$ cat config.mk
export PLATFORM = sky130hd
export DESIGN_NAME = padload_agen
export DESIGN_NICKNAME = d
export VERILOG_FILES = /design/src/rtl/padload_pkg.sv /design/src/rtl/padload_walk.sv /design/src/rtl/padload_addr.sv /design/src/rtl/padload_agen.sv
export SDC_FILE = /design/constraint.sdc
export NUM_CORES = 1
export LEC_CHECK = 0
export ABC_AREA = 1
export BUFFER_PORTS_ARGS = -buffer_cell sky130_fd_sc_hd__buf_2
export CAP_MARGIN = 40
export CORE_ASPECT_RATIO = 0.8
export CORE_MARGIN = 2
export CORE_UTILIZATION = 60
export CTS_CLUSTER_DIAMETER = 120
export DETAILED_ROUTE_END_ITERATION = 10
export PLACE_DENSITY = 0.81
export SLEW_MARGIN = 5
export SYNTH_ARGS = -nofsm -noshare
export SYNTH_HDL_FRONTEND = slang
export SYNTH_SLANG_ARGS = --single-unit
$ cat constraint.sdc
create_clock -name clk -period 5.9 [get_ports clk]
set_clock_uncertainty 0.2 [all_clocks]
set_input_delay 0.59 -clock clk [delete_from_list [all_inputs] [get_ports clk]]
set_output_delay 0.59 -clock clk [all_outputs]
set_load 0.05 [all_outputs]
$ cat src/rtl/padload_pkg.sv
package padload_pkg;

    typedef enum logic [0:0] {
        RUN_IDLE = 1'b0,
        RUN_EMIT = 1'b1
    } run_state_e;

    function automatic int max_of(input int a, input int b);
        return (a > b) ? a : b;
    endfunction

endpackage

$ cat src/rtl/padload_walk.sv
// Padded-image position walker: row-major scan with data window decode.
module padload_walk #(
    parameter int DIM_W = 18
) (
    input  logic             clk,
    input  logic             rst_n,
    input  logic             active,
    input  logic             load,
    input  logic             step,
    input  logic [DIM_W-1:0] height,
    input  logic [DIM_W-1:0] width,
    input  logic [DIM_W-1:0] row_lo,
    input  logic [DIM_W-1:0] row_hi,
    input  logic [DIM_W-1:0] col_lo,
    input  logic [DIM_W-1:0] col_hi,
    output logic             in_data,
    output logic             row_data,
    output logic             row_end,
    output logic             is_last
);

    typedef struct packed {
        logic [DIM_W-1:0] y;
        logic [DIM_W-1:0] x;
    } pos_t;

    pos_t pos_q, pos_d;

    logic col_data;

    always_comb begin
        row_data = (pos_q.y >= row_lo) && (pos_q.y < row_hi);
        col_data = (pos_q.x >= col_lo) && (pos_q.x < col_hi);
        in_data  = row_data && col_data;
        row_end  = (pos_q.x == width - DIM_W'(1));
        is_last  = row_end && (pos_q.y == height - DIM_W'(1));
    end

    always_comb begin
        pos_d = pos_q;
        if (load) begin
            pos_d.y = '0;
            pos_d.x = '0;
        end else if (step) begin
            if (row_end) begin
                pos_d.x = '0;
                pos_d.y = pos_q.y + DIM_W'(1);
            end else begin
                pos_d.x = pos_q.x + DIM_W'(1);
            end
        end
    end

    always_ff @(posedge clk or negedge rst_n) begin
        if (!rst_n) begin
            pos_q <= '0;
        end else begin
            pos_q <= pos_d;
        end
    end

    // the walker never leaves the padded image while emitting
    p_inside_image_r2: assert property (@(posedge clk) disable iff (!rst_n)
        active |-> ((pos_q.x < width) && (pos_q.y < height)));

    // after a row-end acceptance the next command opens a fresh row
    p_row_wrap_r2: assert property (@(posedge clk) disable iff (!rst_n)
        (active && step && row_end && !is_last) |=> (pos_q.x == '0));

endmodule

$ cat src/rtl/padload_addr.sv
// Address tracker: external row base, column offset, scratchpad pointer.
module padload_addr #(
    parameter int DRAM_AW  = 32,
    parameter int SRAM_AW  = 16,
    parameter int STRIDE_W = 16
) (
    input  logic                clk,
    input  logic                rst_n,
    input  logic                load,
    input  logic                step,
    input  logic                in_data,
    input  logic                row_data,
    input  logic                row_end,
    input  logic [DRAM_AW-1:0]  load_dram_base,
    input  logic [SRAM_AW-1:0]  load_sram_base,
    input  logic [STRIDE_W-1:0] stride,
    output logic [DRAM_AW-1:0]  dram_addr,
    output logic [SRAM_AW-1:0]  sram_addr
);

    typedef struct packed {
        logic [DRAM_AW-1:0] row_base;
        logic [DRAM_AW-1:0] col;
        logic [SRAM_AW-1:0] sptr;
    } addr_t;

    addr_t a_q, a_d;

    always_comb begin
        a_d = a_q;
        if (load) begin
            a_d.row_base = load_dram_base;
            a_d.col      = '0;
            a_d.sptr     = load_sram_base;
        end else if (step) begin
            a_d.sptr = a_q.sptr + SRAM_AW'(1);
            if (row_end) begin
                a_d.col = '0;
                if (row_data) begin
                    a_d.row_base = a_q.row_base + DRAM_AW'(stride);
                end
            end else if (in_data) begin
                a_d.col = a_q.col + DRAM_AW'(1);
            end
        end
    end

    always_ff @(posedge clk or negedge rst_n) begin
        if (!rst_n) begin
            a_q <= '0;
        end else begin
            a_q <= a_d;
        end
    end

    always_comb begin
        dram_addr = in_data ? (a_q.row_base + a_q.col) : '0;
        sram_addr = a_q.sptr;
    end

    // every accepted command moves the scratchpad pointer by one element
    p_sram_advance_r5: assert property (@(posedge clk) disable iff (!rst_n)
        (step && !load) |=> (sram_addr == $past(sram_addr) + SRAM_AW'(1)));

    // consecutive fetches inside one row read consecutive elements
    p_dram_consecutive_r4: assert property (@(posedge clk) disable iff (!rst_n)
        (step && in_data && !row_end && !load) |=>
            (!in_data || (dram_addr == $past(dram_addr) + DRAM_AW'(1))));

endmodule

$ cat src/rtl/padload_agen.sv
// Top: request capture, run control and command handshake.
module padload_agen #(
    parameter int DRAM_AW  = 32,
    parameter int SRAM_AW  = 16,
    parameter int SIZE_W   = 16,
    parameter int STRIDE_W = 16,
    parameter int PAD_W    = 4
) (
    input  logic                clk,
    input  logic                rst_n,
    input  logic                start,
    input  logic [DRAM_AW-1:0]  cfg_dram_base,
    input  logic [SRAM_AW-1:0]  cfg_sram_base,
    input  logic [SIZE_W-1:0]   cfg_rows,
    input  logic [SIZE_W-1:0]   cfg_cols,
    input  logic [STRIDE_W-1:0] cfg_stride,
    input  logic [PAD_W-1:0]    cfg_pad_top,
    input  logic [PAD_W-1:0]    cfg_pad_bottom,
    input  logic [PAD_W-1:0]    cfg_pad_left,
    input  logic [PAD_W-1:0]    cfg_pad_right,
    output logic                cmd_valid,
    input  logic                cmd_ready,
    output logic                cmd_pad,
    output logic [DRAM_AW-1:0]  cmd_dram_addr,
    output logic [SRAM_AW-1:0]  cmd_sram_addr,
    output logic                cmd_last,
    output logic                busy,
    output logic                done
);
    import padload_pkg::*;

    localparam int DIM_W = max_of(SIZE_W, PAD_W) + 2;

    typedef struct packed {
        run_state_e          st;
        logic                done;
        logic [SIZE_W-1:0]   rows;
        logic [SIZE_W-1:0]   cols;
        logic [STRIDE_W-1:0] stride;
        logic [PAD_W-1:0]    pad_t;
        logic [PAD_W-1:0]    pad_b;
        logic [PAD_W-1:0]    pad_l;
        logic [PAD_W-1:0]    pad_r;
    } ctl_t;

    ctl_t c_q, c_d;

    logic             load, step, req_empty;
    logic             in_data, row_data, row_end, is_last;
    logic [DIM_W-1:0] height, width, row_lo, row_hi, col_lo, col_hi;

    always_comb begin
        row_lo = DIM_W'(c_q.pad_t);
        row_hi = row_lo + DIM_W'(c_q.rows);
        height = row_hi + DIM_W'(c_q.pad_b);
        col_lo = DIM_W'(c_q.pad_l);
        col_hi = col_lo + DIM_W'(c_q.cols);
        width  = col_hi + DIM_W'(c_q.pad_r);
    end

    assign cmd_valid = (c_q.st == RUN_EMIT);
    assign busy      = (c_q.st == RUN_EMIT);
    assign done      = c_q.done;
    assign step      = cmd_valid && cmd_ready;
    assign req_empty = (cfg_rows == '0) || (cfg_cols == '0);

    always_comb begin
        c_d      = c_q;
        c_d.done = 1'b0;
        load     = 1'b0;
        unique case (c_q.st)
            RUN_IDLE: begin
                if (start) begin
                    c_d.rows   = cfg_rows;
                    c_d.cols   = cfg_cols;
                    c_d.stride = cfg_stride;
                    c_d.pad_t  = cfg_pad_top;
                    c_d.pad_b  = cfg_pad_bottom;
                    c_d.pad_l  = cfg_pad_left;
                    c_d.pad_r  = cfg_pad_right;
                    if (req_empty) begin
                        c_d.done = 1'b1;
                    end else begin
                        c_d.st = RUN_EMIT;
                        load   = 1'b1;
                    end
                end
            end
            RUN_EMIT: begin
                if (step && is_last) begin
                    c_d.st   = RUN_IDLE;
                    c_d.done = 1'b1;
                end
            end
            default: c_d.st = RUN_IDLE;
        endcase
    end

    always_ff @(posedge clk or negedge rst_n) begin
        if (!rst_n) begin
            c_q    <= '0;
            c_q.st <= RUN_IDLE;
        end else begin
            c_q <= c_d;
        end
    end

    padload_walk #(
        .DIM_W (DIM_W)
    ) i_walk (
        .clk      (clk),
        .rst_n    (rst_n),
        .active   (cmd_valid),
        .load     (load),
        .step     (step),
        .height   (height),
        .width    (width),
        .row_lo   (row_lo),
        .row_hi   (row_hi),
        .col_lo   (col_lo),
        .col_hi   (col_hi),
        .in_data  (in_data),
        .row_data (row_data),
        .row_end  (row_end),
        .is_last  (is_last)
    );

    padload_addr #(
        .DRAM_AW  (DRAM_AW),
        .SRAM_AW  (SRAM_AW),
        .STRIDE_W (STRIDE_W)
    ) i_addr (
        .clk            (clk),
        .rst_n          (rst_n),
        .load           (load),
        .step           (step),
        .in_data        (in_data),
        .row_data       (row_data),
        .row_end        (row_end),
        .load_dram_base (cfg_dram_base),
        .load_sram_base (cfg_sram_base),
        .stride         (c_q.stride),
        .dram_addr      (cmd_dram_addr),
        .sram_addr      (cmd_sram_addr)
    );

    assign cmd_pad  = !in_data;
    assign cmd_last = cmd_valid && is_last;

    // a stalled command is held unchanged
    p_hold_stalled_r7: assert property (@(posedge clk) disable iff (!rst_n)
        (cmd_valid && !cmd_ready) |=> (cmd_valid && $stable(cmd_pad) &&
            $stable(cmd_dram_addr) && $stable(cmd_sram_addr) && $stable(cmd_last)));

    // accepting the last command ends the run with a done pulse
    p_done_after_last_r8: assert property (@(posedge clk) disable iff (!rst_n)
        (cmd_valid && cmd_ready && cmd_last) |=> (done && !cmd_valid && !busy));

    // done lasts a single cycle
    p_done_single_r8: assert property (@(posedge clk) disable iff (!rst_n)
        done |=> !done);

    // an empty request completes without emitting
    p_empty_request_r9: assert property (@(posedge clk) disable iff (!rst_n)
        (start && !busy && req_empty) |=> (done && !busy));

    // start during a run does not disturb it
    p_start_ignored_r10: assert property (@(posedge clk) disable iff (!rst_n)
        (busy && start && !(cmd_ready && cmd_last)) |=> (busy && !done));

    // pad commands never carry an external address
    p_pad_no_fetch_r3: assert property (@(posedge clk) disable iff (!rst_n)
        (cmd_valid && cmd_pad) |-> (cmd_dram_addr == '0));

endmodule

Word level (Yosys, flattened, before mapping)

Cells that the tools add are included.

Bitwise gates (word level): 1
Muxes and demuxes: 18
Reduce and logical (&&, ||, !) cells: 19
$add $sub $neg: 12
Equal/unequal tests: 2
Order comparisons: 4

Operators by type and width:

| cell                  | number |
|---|---|
| $mux 32               | 5 |
| $mux 80               | 2 |
| $mux 36               | 2 |
| $mux 66               | 1 |
| $add 17x4->18         | 2 |
| $add 18x1->18 const B | 2 |
| $eq 18x18->1          | 2 |
| $ge 18x4->1           | 2 |
| $lt 18x17->1          | 2 |
| $mux 18               | 2 |
| $sub 18x1->18 const B | 2 |
| $add 4x16->17         | 2 |
| $add 32x1->32 const B | 1 |
| $add 32x16->32        | 1 |
| $add 32x32->32        | 1 |
| $logic_not 16->1      | 2 |
| $add 16x1->16 const B | 1 |
| $logic_and 1x1->1     | 7 |
| $reduce_and 2->1      | 3 |
| $reduce_bool 2->1     | 3 |
| $mux 1                | 4 |
| $pmux 2 s2            | 1 |
| $reduce_and 3->1      | 1 |
| $reduce_bool 3->1     | 1 |
| 4 further kinds       | 4 |

Output and inout port bits: 53
Bits in registers: 182
Logic and storage cells: 70

Longest topological paths before layout

Gate-level depths: netlist of run 1.

Depth in word-level cells: 8
Gate-level depth with buffers: 33

Modules after synthesis

From an unflattened synthesis of run 1, not the netlist that was laid out.

Cells, all modules: 2,801
Area, all modules: 18,235.0 sq um

Modules (own cells, without submodules):

| module       | sequential area each (sq um) | area each (sq um) | cells each | times used |
|---|---|---|---|---|
| padload_addr | 2,001.9                      | 8,231.6           | 1,378      | 1 |
| padload_walk | 900.9                        | 5,281.3           | 828        | 1 |
| padload_agen | 1,651.6                      | 4,722.0           | 595        | 1 |

Least setup slack after synthesis of run 1

No wires, ideal clock.

Path kind: flip-flop to output port
From: reg c_q[12] (netlist bit)
To: out cmd_last
Setup slack: 0.991 ns
Cell stages (with the launch flop): 22
Arrival: 4.119 ns
Cells stage by stage: dfrtp_1 ha_1 fa_1 inv_1 ha_1 inv_1 ha_1 inv_1 fa_1 o31ai_1 nand3_1 o21ai_0 nand2_1 nand2_1 nand2_1 nand2_1 nand2_1 nand2_1 nand2_1 nand2_1 nand3_1 nor2_1

Cells in the longest elaborated chain, start to end: 6

Ends and longest elaborated chain:

| element           | line                | source |
|---|---|---|
| start, declared   | padload_agen.sv:46  | `ctl_t c_q, c_d;` |
| $add 4x16->17     | padload_agen.sv:54  | `row_hi = row_lo + DIM_W'(c_q.rows);` |
| $add 17x4->18     | padload_agen.sv:55  | `height = row_hi + DIM_W'(c_q.pad_b);` |
| $sub 18x1->18     | padload_walk.sv:36  | `is_last = row_end && (pos_q.y == height - DIM_W'(1));` |
| $eq 18x18->1      | padload_walk.sv:36  |  |
| $logic_and 1x1->1 | padload_walk.sv:36  |  |
| $logic_and 1x1->1 | padload_agen.sv:148 | `assign cmd_last = cmd_valid && is_last;` |
| end, declared     | padload_agen.sv:26  | `output logic cmd_last,` |

Every way passes these cells.

Worst setup path in the final report of run 1

Same ends and word-level chain as after synthesis.

==> results.md, run 1 <==
Run status:
- The flow ran to the end, and the final reports show no timing, DRC or antenna violations.

Floorplan:
- The core footprint is 0.0274 mm2.
- The die width is 191 um.
- The floorplan die height is 154 um.
- The area enclosed by the die boundary is 0.0294 mm2.
- For this configuration, the core starts out at a cell density of 61.2%.
- The cell row count is 54.
- For this design the top-level I/O count stands at 169.

Placed design:
- The HPWL after detailed placement is 38.7 mm.
- Buffers placed on the I/O ports in this run total 168.
- Summing all placed instances gives a cell area of 0.0178 mm2.
- The weighted congestion reported at the end of routability-driven placement is 1.06.

Finish:
- The ratio of cells with drive above 1 in the final layout is 9.34%.
- For this run, the post-layout net count is 2942.
- In the layout the commonest cells are sky130_fd_sc_hd__nand2_1, sky130_fd_sc_hd__inv_1, sky130_fd_sc_hd__nand3_1, sky130_fd_sc_hd__nor2_1, sky130_fd_sc_hd__dfrtp_1.
- The library cell used most frequently in the layout, excluding fill and tap cells, is sky130_fd_sc_hd__nand2_1.
- The area overhead of the layout relative to synthesis is 9.37%.
- The share of the core filled with cells is 67.0%.
- The total non-filler cell area in the finished layout is 0.0184 mm2.

Worst setup path:
- The worst setup path is captured at a primary output.
- Traced cell by cell, the critical path runs through ha_1 > fa_1 > xnor2_1 > ha_1 > fa_1 > o31ai_1 > nand3_1 > o21ai_2 > nand2_1 > nand2_1 > nand2_1 > nand2_1 > nand2_1 > nand2_1 > nand2_1 > nand2_1 > nand3_1 > nor2_2 > clkbuf_4.
- The worst endpoint data arrival time is 4.76 ns.
- The dominant cell type by count on the critical path is sky130_fd_sc_hd__nand2_1.
- The worst setup path is launched from a flip-flop.
- The delay contributed by the slowest stage of the critical path is 0.47 ns.
- The slowest stage of the critical path is the sky130_fd_sc_hd__fa_1 cell.
- The critical path is of the flip-flop to primary output type.
- The maximum fanout count along the critical path is 4.
- The required time of the critical path is 5.11 ns.

Pwr:
- The analysis attributes to cell leakage a power of 9.63 nW.
- Across the VDD grid, the largest voltage drop is 0.273 mV.
- In this run the power density over the cells is 493 mW/mm2.
- Total power for the finished layout comes to 9.05 mW.

Clock tree:
- CTS placed an instance of sky130_fd_sc_hd__clkbuf_16 at the clock tree root.
- Clock tree synthesis inserted a total of 17 buffers.
- Clock-pin slew was measured on the worst setup and hold paths at 0.08 ns.
- CTS built an H-tree with a depth of 4.
- The maximum clock insertion buffer count is 2.
- The later-pin clock latency in the skew report is 0.46 ns.
- TritonCTS built the clock tree.
- The number of clock sinks is 182.

Yosys:
- After synthesis, flip-flops and latches occupy 27.1% of the total area.
- During synthesis, Yosys emitted a total of 0 warnings.
- Summing the areas of all fa, ha and maj instances in the mapped netlist gives 8.39% of the synthesized area.
- The synthesized netlist contains 50 unique library cells.
- The multiplexer share of the synthesized area is 0%.
- The synthesized netlist devotes 10.3% of its cell area to compound gates.
- In this run the cell area of the synthesized design comes to 0.0168 mm2.
- Synthesis inferred 182 register bits.
- The instance count of the mapped netlist is 2603.
- The parity-gate share of the synthesized area counting xor and xnor cells is 7.30%.
- The number of flops mapped to enable cells by yosys is 0.
- Among all flip-flop cells after synthesis, the most frequent one is sky130_fd_sc_hd__dfrtp_1.
- The area share of and/or/nand/nor cells after synthesis is 38.3%.
- The synthesized area per cell is 6.45 um2.
- The dominant combinational cell family by area after synthesis is simple AND/OR/NAND/NOR gates.
- Synthesis produced a netlist with a net count of 2828.
- The share of synthesized registers carrying an async set or reset is 100%.

STA:
- Hold is met by 0.137 ns.
- Setup violations remaining at the end of the flow were counted as 0.
- Adding up every negative setup slack in the final design gives 0 ns.
- The clock period could shrink to 5.55 ns.
- The post-route clock period utilization is 94.1%.
- Setup repair after global routing left no endpoint under its margin.
- The number of pins exceeding their max-slew limit in the final report is 0.
- Static timing analysis puts the maximum clock frequency at 180 MHz.
- The final number of hold-violating endpoints is 0.
- In this run the tightest slew margin relative to its limit is 38.3%.
- For the pin with the worst max-slew slack, the measured transition is 0.925 ns.

Detailed routing:
- Before antenna repair, the detailed router went through 6 iterations.
- The wire length per cell after detailed routing is 16.4 um.
- The count of nets left with antenna violations once routing finished came out at 0.
- After detailed routing, the number of remaining DRC violations is 0.
- Dividing the detail-routed via count by the number of cells gives 5.82.
- The detailed router finished its first iteration with 1870 violations.
- The vias after detailed routing is 17994.
- For this block, the routed nets add up to 50.8 mm of wire.

GRT:
- Global routing finished with a remaining overflow of 0.
- The total global-route track usage is 35.2%.
- The initial antenna violation count is 2.
- Entering global routing, the biggest net connects 105 pins.
- The global-route wire length before repair is 83.9 mm.
- The via count of the first global-routing pass is 16506.

Flow run:
- The reported max-cap violation count is 0.

Hold path:
- The class of the worst hold path is input pin to flip-flop.
worst paths after layout:
| check | start | endpoint | slack (ns) | depth (start not counted) |
|---|---|---|---|---|
| setup / recovery | c_q[12] | cmd_last | 0.35 | 19 |
| min in group asynchronous | rst_n | c_q[60] | 0.53 | 2 |
| max in group asynchronous | rst_n | i_addr.a_q[23] | 3.93 | 3 |
| hold reg to reg | c_q[48] | c_q[48] | 0.28 | 2 |
| setup reg to reg | c_q[4] | i_addr.a_q[17] | 0.63 | 21 |
| hold / removal | cfg_pad_left[0] | c_q[4] | 0.14 | 3 |
cells in the mapped netlist (all sizes together) (18+ instances only):
master / instances / area [um2]
dfrtp: 182 / 4550
nand2: 864 / 3270
a21oi: 88 / 444
nor4: 21 / 131
xor2: 95 / 832
o21ai: 155 / 776
nand4: 81 / 507
nor3: 36 / 180
xnor2: 45 / 394
nor2: 232 / 886
clkbuf: 38 / 144
ha: 103 / 1290
nand3: 247 / 1270
inv: 257 / 965
o22ai: 18 / 113
buf: 51 / 328
logic make-up after synthesis:
logic type      after synthesis
compound gates              315
xor+xnor                    140
fa+ha+maj                   109
buf+inv                     349
flops                       182
simple gates               1508
power by group:
part           switching [mW]  leakage [nW]  internal [mW]
logic                    3.97          6.99           1.93
registers               0.418          2.36           1.58
clock network           0.549         0.280          0.612
total                    4.93          9.63           4.12
layer usage:
metal | share of wire [%] | global-route usage [%]
met2 | 43 | 53.1
met3 | 9.7 | 5.23
met1 | 46 | 52.7
met4 | 1.7 | 9.23
met5 | 0.026 | 0
layout make-up:
| type | count | area [um2] |
|---|---|---|
| Antenna cell | 1 | 2.50 |
| Tap cell | 364 | 455 |
| Inverter | 260 | 976 |
| Sequential cell | 182 | 4550 |
| Clock inverter | 11 | 111 |
| Fill cell | 2491 | 9060 |
| Multi-Input combinational cell | 2072 | 10800 |
| Clock buffer | 20 | 457 |
| Timing Repair Buffer | 184 | 987 |
per-stage QoR:
stage / setup slack [ns] / cells
final: 0.346 / 3094
after global routing: 0.0820 / 3094
after CTS: 0.129 / 3093
after detailed placement: 0.622 / 3061
after global placement: 0.856 / 3061
after floorplan: 0.991 / 2603
state kept, by name, indices dropped and copies added, names as in the netlist:
signal            flops
c_q                  64
i_addr.a_q           64
i_walk.pos_q         36
i_addr.sram_addr     16
busy                  1
done                  1
worst max-delay path, delay by kind of cell, from the launching register on:
kind / cells / cell delay (ns)
adders and majority gates: 4 / 1.50
AOI/OAI and AO/OA: 2 / 0.58
xor gates and xnor gates: 1 / 0.25
DFF: 1 / 0.41
buffers and inverters: 1 / 0.28
and+or+nand+nor: 11 / 1.29
timing repair:
action | 4_1_cts | 5_1_grt
gates resized for setup | 0 | 4
hold buffers | 1 | 0
setup endpoints to repair | 0 | 1
setup buffers | 0 | 0
hold endpoints to repair | 9 | 0
No activity file was read; power rests on OpenSTA's default activity.
==> run 2, diff against run 1 <==
==> constraint.sdc (replaced) <==
create_clock -name clk -period 5.9 [get_ports clk]
set_clock_uncertainty 0.2 [all_clocks]
set_input_delay 0.295 -clock clk [delete_from_list [all_inputs] [get_ports clk]]
set_output_delay 0.295 -clock clk [all_outputs]
set_load 0.05 [all_outputs]
==> results.md, run 2 (synthesized netlist as in run 1, its figures left out) <==
Clock tree:
- TritonCTS built the clock tree.
- The deepest level of the CTS H-tree is 4 (unchanged).
- The later-pin clock latency in the skew report is 0.46 ns (about the same).
- The number of gates given a new drive strength after cts is 0 (unchanged).
- The total setup buffers inserted after CTS is 0 (unchanged).
- The clock transition at the registers of the reported paths is 0.08 ns (about the same).
- The clock buffer count from CTS was 17 (unchanged).
- CTS placed an instance of sky130_fd_sc_hd__clkbuf_16 at the clock tree root.
- The maximum clock insertion buffer count is 2 (unchanged).
- The number of clock sinks is 182 (unchanged).

Finish:
- The number of antenna cells inserted is 0 (-1).
- The number of nets in the layout is 3022 (+2.7%).
- The largest registers in the layout are c_q: 64 flops, i_addr.a_q: 64 flops, i_walk.pos_q: 36 flops.
- Compared with the post-synthesis result, the final layout area differs by 14.7%.
- The ratio of cells with drive above 1 in the final layout came to 9.15% (-0.20 points).
- In the layout the commonest cells are sky130_fd_sc_hd__nand2_1, sky130_fd_sc_hd__inv_1, sky130_fd_sc_hd__nand3_1, sky130_fd_sc_hd__nor2_1, sky130_fd_sc_hd__dfrtp_1.
- The most common cell after layout, fill and taps aside is sky130_fd_sc_hd__nand2_1.
- The number of filler instances in the final layout is 2336 (-6.2%).
- The share of the core filled with cells is 70.2% (+3.2 points).

Floorplan:
- The die width was 191 um (unchanged).
- The core footprint was 0.0274 mm2 (unchanged).
- The initial core utilization was 61.2% (unchanged).
- The area enclosed by the die boundary is 0.0294 mm2 (unchanged).
- The cell row count is 54 (unchanged).
- The floorplan die height came to 154 um (unchanged).
- The total I/O pin count was 169 (unchanged).

Flow run:
- The reported max-cap violation count is 0 (unchanged).

GRT:
- The total global-route track usage was 37.3% (+2.0 points).
- The global-route wire length before repair was 88.3 mm (+5.2%).
- The initial antenna violation count came to 0 (-2).
- The via count of the first global-routing pass was 17528 (+6.2%).
- The largest net degree at the start of global routing is 79 (-25%).
- The global route total overflow is 0 (unchanged).

Pwr:
- The proportion of total power due to net switching was 53.8% (-0.73 points).
- The register share of total power is 21.7% (-0.4 points).
- The share of power burned in combinational logic was 64.2% (-0.9 points).
- The maximum VDD drop is 0.304 mV (+11%).
- The cell-internal power came to 4.29 mW (+4.3%).
- The static leakage power is 10.0 nW (+4.0%).
- The power per standard cell area is 482 mW/mm2 (-2.1%).
- The clock network fraction of design power came to 14.1% (+1.3 points).
- The net switching power is 4.99 mW (+1.2%).

Placed design:
- The worst slack at placement is 0.765 ns (+0.142 ns).
- The weighted congestion reported at the end of routability-driven placement came to 0.948 (-11%).
- The HPWL after detailed placement was 40.0 mm (+3.5%).
- The count of buffers from port buffering is 168 (unchanged).

Detailed routing:
- The first-pass iteration count of the detailed router is 8 (+2).
- The final wirelength is 53.9 mm (+6.0%).
- The wire length per cell after detailed routing is 17.0 um (+3.3%).
- The DRC violation count after routing is 0 (unchanged).
- The mean number of vias per cell is 5.85 (+0.58%).
- The number of routed nets with antenna violations was 0 (unchanged).
- The count of routing violations after the opening detailed-route iteration is 1850 (-1.1%).
- The vias after detailed routing was 18567 (+3.2%).

Worst setup path:
- The critical path goes through ha_1 > fa_1 > inv_1 > ha_1 > inv_1 > ha_1 > inv_1 > fa_1 > o31ai_1 > nand3_1 > o21ai_0 > nand2_1 > nand2_1 > nand2_1 > nand2_1 > nand2_1 > nand2_1 > nand2_1 > nand2_1 > nand3_1 > nor2_1 > buf_2.
- The required time of the critical path is 5.41 ns (+0.30 ns).
- The worst endpoint data arrival time is 5.04 ns (+0.28 ns).
- The internal reg-to-reg setup slack is 0.64 ns (about the same).
- The worst setup path is captured at a primary output.
- The endpoint identified for the worst register-to-register timing path is i_addr.a_q[54].
- The slowest stage cell on the critical path is sky130_fd_sc_hd__fa_1.
- The maximum fanout count along the critical path came to 4 (unchanged).
- The delay contributed by the slowest stage of the critical path is 0.49 ns (+0.02 ns).
- Among the stages of the critical path, the cell type that occurs most often is sky130_fd_sc_hd__nand2_1.
- STA classifies the critical path startpoint as a flip-flop.
- The number of cells traversed by the worst register-to-register path is 27 (+29%).
- The critical register-to-register path startpoint is c_q[4].
- The category of the most critical setup path is flip-flop to primary output.

STA:
- The number of pins exceeding their max-slew limit in the final report is 0 (unchanged).
- The total setup violations reported at the end of the flow is 0 (unchanged).
- The minimum clock period after layout is 5.54 ns (-0.0175 ns).
- The slew at the pin closest to its max-slew limit came to 0.774 ns (-0.151 ns).
- The post-route clock period utilization is 93.8% (-0.30 points).
- The final total negative setup slack is 0 ns (unchanged).
- The final number of hold-violating endpoints is 0 (unchanged).
- The worst-case setup margin in the final layout came to 0.363 ns (+0.0175 ns).
- The max-slew headroom at the worst pin came to 47.7% (+9.4 points).
- Setup repair after global routing left no endpoint under its margin.
- The maximum clock frequency is 181 MHz (+0.32%).

Hold path:
- The number of stages on the worst hold path is 5 (+2).
- The path with the worst hold slack has its endpoint at i_addr.a_q[57].
- The worst hold path begins at cfg_dram_base[9].
- The min-delay analysis places its worst path in the category input pin to flip-flop.

Run status:
- The flow ran to the end, and the final reports show no timing, DRC or antenna violations.
## run 2: cell type report
cell class	count	area, um2	share of cell area [%]
clock buffer	19	453	2.35
clock inverter	13	206	1.07
inverter	260	976	5.07
multi-input combinational	2072	10800	56.2
sequential	182	4550	23.6
tap	364	455	2.36
timing repair buffer	264	1790	9.31
## run 2: stage by stage
stage	instances	power [mW]	cell area [um2]	hold WS (ns)
after CTS	3174	9.12	19300	0.00405
after global routing	3174	10.1	19300	0.0386
final	3174	9.29	19300	0.00601
after floorplan	2603	6.39	16800	-0.201
after global placement	3062	7.54	17800	0.157
after detailed placement	3063	7.73	17800	0.170
## run 2: repair_timing
action,CTS,global route
hold buffers,79,0
hold endpoints to repair,154,0
endpoints found under the setup margin,0,0
## run 2: power by group through the flow
stage / combinational [mW] / clock [mW] / sequential [mW]
floorplan: 4.51 / 0 / 1.88
global placement: 5.54 / 0 / 2.00
detailed placement: 5.72 / 0 / 2.01
CTS: 5.81 / 1.32 / 1.99
global route: 6.70 / 1.37 / 2.06
finish: 5.96 / 1.31 / 2.02
## run 2: critical path: cells and delay by family, from the launching register on
kind	cells	cell delay, ns
simple gates	11	1.31
flops	1	0.42
compound gates	2	0.80
buf+inv	4	0.48
fa+ha+maj	5	1.58
## run 2: worst max path at each step
| stage | startpoint | cells after the start | to |
|---|---|---|---|
| after floorplan | c_q[12] | 21 | cmd_last |
| after global placement | c_q[4] | 21 | i_addr.a_q[26] |
| after detailed placement | c_q[4] | 27 | i_walk.pos_q[31] |
| after CTS | c_q[12] | 22 | cmd_last |
| after global routing | c_q[12] | 22 | cmd_last |
| final | c_q[12] | 22 | cmd_last |
## run 2: routing by layer
metal	global-route usage [%]	wire (um)	vias to the layer above
met5	0	0	-
met4	11.6	1580	0
met3	6.39	4840	138
met2	57.9	23600	888
met1	53.0	23800	8632
li1	-	-	8909
==> run 3, diff against run 2 <==
--- a/config.mk
+++ b/config.mk
@@ -13,8 +13,9 @@
 export CORE_UTILIZATION = 60
 export CTS_CLUSTER_DIAMETER = 120
 export DETAILED_ROUTE_END_ITERATION = 10
-export PLACE_DENSITY = 0.81
+export PLACE_DENSITY = 0.8
 export SLEW_MARGIN = 5
 export SYNTH_ARGS = -nofsm -noshare
 export SYNTH_HDL_FRONTEND = slang
+export SYNTH_HIERARCHICAL = 1
 export SYNTH_SLANG_ARGS = --single-unit
==> constraint.sdc (replaced) <==
create_clock -name clk -period 5.6 [get_ports clk]
set_clock_uncertainty 0.2 [all_clocks]
set_input_delay 0.28 -clock clk [delete_from_list [all_inputs] [get_ports clk]]
set_output_delay 0.28 -clock clk [all_outputs]
set_load 0.05 [all_outputs]
==> results.md, run 3 <==
Worst setup path:
- The maximum fanout count along the critical path is 26 (+22).
- The slowest stage cell on the critical path is sky130_fd_sc_hd__dfrtp_1.
- The delay contributed by the slowest stage of the critical path is 0.43 ns (-0.06 ns).
- The type of destination of the critical path is a primary output.
- The category of the most critical setup path is flip-flop to primary output.
- The dominant cell type by count on the critical path is sky130_fd_sc_hd__inv_1.
- The worst endpoint data arrival time is 4.81 ns (-0.23 ns).
- The required time of the critical path was 5.12 ns (-0.29 ns).
- STA classifies the critical path startpoint as a flip-flop.

Pwr:
- The overall power of the completed layout is 8.50 mW (-8.5%).
- The static leakage power is 11.1 nW (+11%).
- The maximum VDD drop is 0.416 mV (+37%).
- The power per standard cell area is 400 mW/mm2 (-17%).

Yosys:
- The portion of the post-synthesis area used by sequential elements is 25.0% (-2.1 points).
- The share of synthesized registers carrying an async set or reset is 100% (unchanged).
- The most used standard cell by instance count after synthesis is sky130_fd_sc_hd__nand2_1.
- The warning count from the yosys run is 6 (+6).
- The instance count of the mapped netlist is 2801 (+7.6%).
- The synthesized area per cell is 6.51 um2 (+0.86%).
- The number of storage elements in the synthesis netlist is 182 (unchanged).
- In the post-synthesis netlist, the biggest area contributors are sky130_fd_sc_hd__dfrtp_1, sky130_fd_sc_hd__nand2_1, sky130_fd_sc_hd__ha_1.
- The post-synthesis cell type with the largest combined area is sky130_fd_sc_hd__dfrtp_1.
- Ranked by instance count, the synthesized netlist is headed by sky130_fd_sc_hd__nand2_1, sky130_fd_sc_hd__nor2_1, sky130_fd_sc_hd__inv_1.
- The area of the mapped netlist is 0.0182 mm2 (+8.5%).
- The dominant register cell in the synthesized netlist is sky130_fd_sc_hd__dfrtp_1.
- The fraction of post-synthesis cell area in the top cell type by area is 25.0% (-2.1 points).
- The number of flops mapped to enable cells by yosys is 0 (unchanged).
- The distinct cell type count of the synthesized netlist is 57 (+14%).

Floorplan:
- The die width is 199 um (+4.1%).
- The core footprint came to 0.0302 mm2 (+10%).
- The cell row count is 57 (+5.6%).
- The initial core utilization is 60.4% (-0.80 points).
- The total I/O pin count is 169 (unchanged).
- The area enclosed by the die boundary is 0.0318 mm2 (+8.3%).
- The floorplan die height is 160 um (+4.1%).

Finish:
- The post-layout instance count excluding filler cells is 3498 (+10%).
- The largest registers in the layout are c_q: 64 flops, i_addr/a_q: 64 flops, i_walk/pos_q: 36 flops.
- Compared with the post-synthesis result, the final layout area differs by 16.4%.
- The number of filler instances in the final layout is 2545 (+8.9%).
- The number of antenna cells inserted was 0 (unchanged).
- The most common cell after layout, fill and taps aside is sky130_fd_sc_hd__nand2_1.
- The number of nets in the layout is 3333 (+10%).
- The ratio of cells with drive above 1 in the final layout is 11.1% (+2.0 points).
- Leaving out fill and tap cells, the most frequent cells in the layout are sky130_fd_sc_hd__nand2_1, sky130_fd_sc_hd__nor2_1, sky130_fd_sc_hd__inv_1, sky130_fd_sc_hd__nand3_1, sky130_fd_sc_hd__dfrtp_1.

STA:
- The slew at the pin closest to its max-slew limit is 0.803 ns (+0.0284 ns).
- The final total negative setup slack is 0 ns (unchanged).
- Setup repair after global routing left no endpoint under its margin.
- The total setup violations reported at the end of the flow is 0 (unchanged).
- The clock period could shrink to 5.29 ns.
- The final critical path takes up 94.5% of the cycle.
- The final number of hold-violating endpoints is 0 (unchanged).
- The worst-case hold slack is 0.0135 ns (+0.00749 ns).
- The number of pins exceeding their max-slew limit in the final report was 0 (unchanged).
- The max-slew headroom at the worst pin was 46.4% (-1.3 points).
- Derived from the worst setup path, the maximum achievable clock frequency is 189 MHz.

GRT:
- The initial antenna violation count is 0 (unchanged).
- The global route total overflow is 0 (unchanged).
- The via count of the first global-routing pass was 18585 (+6.0%).
- The global-route wire length before repair was 93.6 mm (+6.0%).
- The total global-route track usage came to 37.0% (-0.24 points).
- The largest net degree at the start of global routing is 104 (+32%).

Clock tree:
- The later-pin clock latency in the skew report is 0.46 ns (about the same).
- The maximum clock insertion buffer count is 2 (unchanged).
- The deepest level of the CTS H-tree came to 4 (unchanged).
- The number of clock sinks was 182 (unchanged).
- The clock root buffer is sky130_fd_sc_hd__clkbuf_16.
- The clock transition at the registers of the reported paths is 0.07 ns (about the same).
- The clock buffer count from CTS is 17 (unchanged).
- The CTS tree is built.

Placed design:
- The number of instances in the placed design is 3356 (+9.6%).
- The weighted congestion reported at the end of routability-driven placement is 0.997 (+5.1%).
- The count of buffers from port buffering is 168 (unchanged).
- The HPWL after detailed placement is 43.3 mm (+8.2%).

Detailed routing:
- The number of routed nets with antenna violations came to 0 (unchanged).
- The mean number of vias per cell is 5.62 (-4.0%).
- The vias after detailed routing was 19654 (+5.9%).
- The final wirelength is 58.0 mm (+7.7%).
- The first-pass iteration count of the detailed router is 8 (unchanged).
- The count of routing violations after the opening detailed-route iteration is 1877 (+1.5%).
- The wire length per cell after detailed routing came to 16.6 um (-2.3%).
- The DRC violation count after routing is 0 (unchanged).

Run status:
- The run finished with clean final reports.

Flow run:
- The reported max-cap violation count is 0 (unchanged).

Hold path:
- The class of the worst hold path is input pin to flip-flop.
-- run 3: layout make-up --
class                      instances  area, um2  area share [%]
clock buffer                      19        453            2.13
clock inverter                    13        135           0.637
inverter                         366       1370            6.47
multi-input combinational       2213      12100            57.0
sequential                       182       4550            21.5
tap                              413        517            2.43
timing repair buffer             292       2090            9.86
-- run 3: final timing paths --
kind	depth (start not counted)	slack, ns	end	from
setup / recovery	25	0.31	cmd_dram_addr[2]	c_q[12]
hold / removal	3	0.01	i_addr/a_q[53]	cfg_dram_base[5]
setup reg to reg	26	0.41	i_addr/a_q[72]	c_q[4]
hold reg to reg	1	0.32	c_q[10]	c_q[10]
max in group asynchronous	4	3.62	c_q[48]	rst_n
min in group asynchronous	2	0.06	c_q[40]	rst_n
-- run 3: report_power, final --
part           switching, mW  internal (mW)
registers              0.441           1.61
clock network          0.585          0.651
logic                   3.41           1.80
-- run 3: what timing repair did --
action                                  CTS  global route
resized for setup                         0            12
buffers inserted                          0             2
endpoints found under the setup margin    0            32
hold endpoints to repair                232             0
hold buffers                            108             0
-- run 3: per-layer routing --
metal	vias to the layer above	part of all wire, %	GRT usage, %
met5	-	0	0
met4	0	3.8	14.5
met3	174	9.6	5.62
met2	1011	43	57.5
met1	8945	43	52.0
li1	9524	-	-
-- run 3: critical path: cells and delay by family (launching register included) --
kind	cells	cell delay, ns
flops	1	0.43
fa+ha+maj	3	0.93
simple gates	11	1.22
compound gates	3	0.69
buf+inv	8	1.09
-- run 3: logic make-up (layout without fill, tap and decap cells) --
logic type / after synthesis / after routing / share of synthesized area [%]
XOR/XNOR: 127 / 127 / 6.51
AO/OA/AOI/OAI: 284 / 284 / 8.42
AND/OR/NAND/NOR: 1578 / 1578 / 37.3
adder cells (fa/ha/maj): 145 / 145 / 10.2
buffers and inverters: 437 / 690 / 9.66
flip-flops: 182 / 182 / 25.0
multiplexers: 47 / 47 / 2.90
other: 1 / 32 / 0.0206
-- run 3: stage by stage --
step           utilization, %  cell area [um2]  setup slack, ns
5_1_grt                  70.4            21200          0.00383
2_1_floorplan               -            18400            0.779
3_3_place_gp             64.5            19400            0.581
6_report                 70.4            21200            0.308
3_5_place_dp             64.6            19500            0.442
4_1_cts                  70.2            21200            0.263
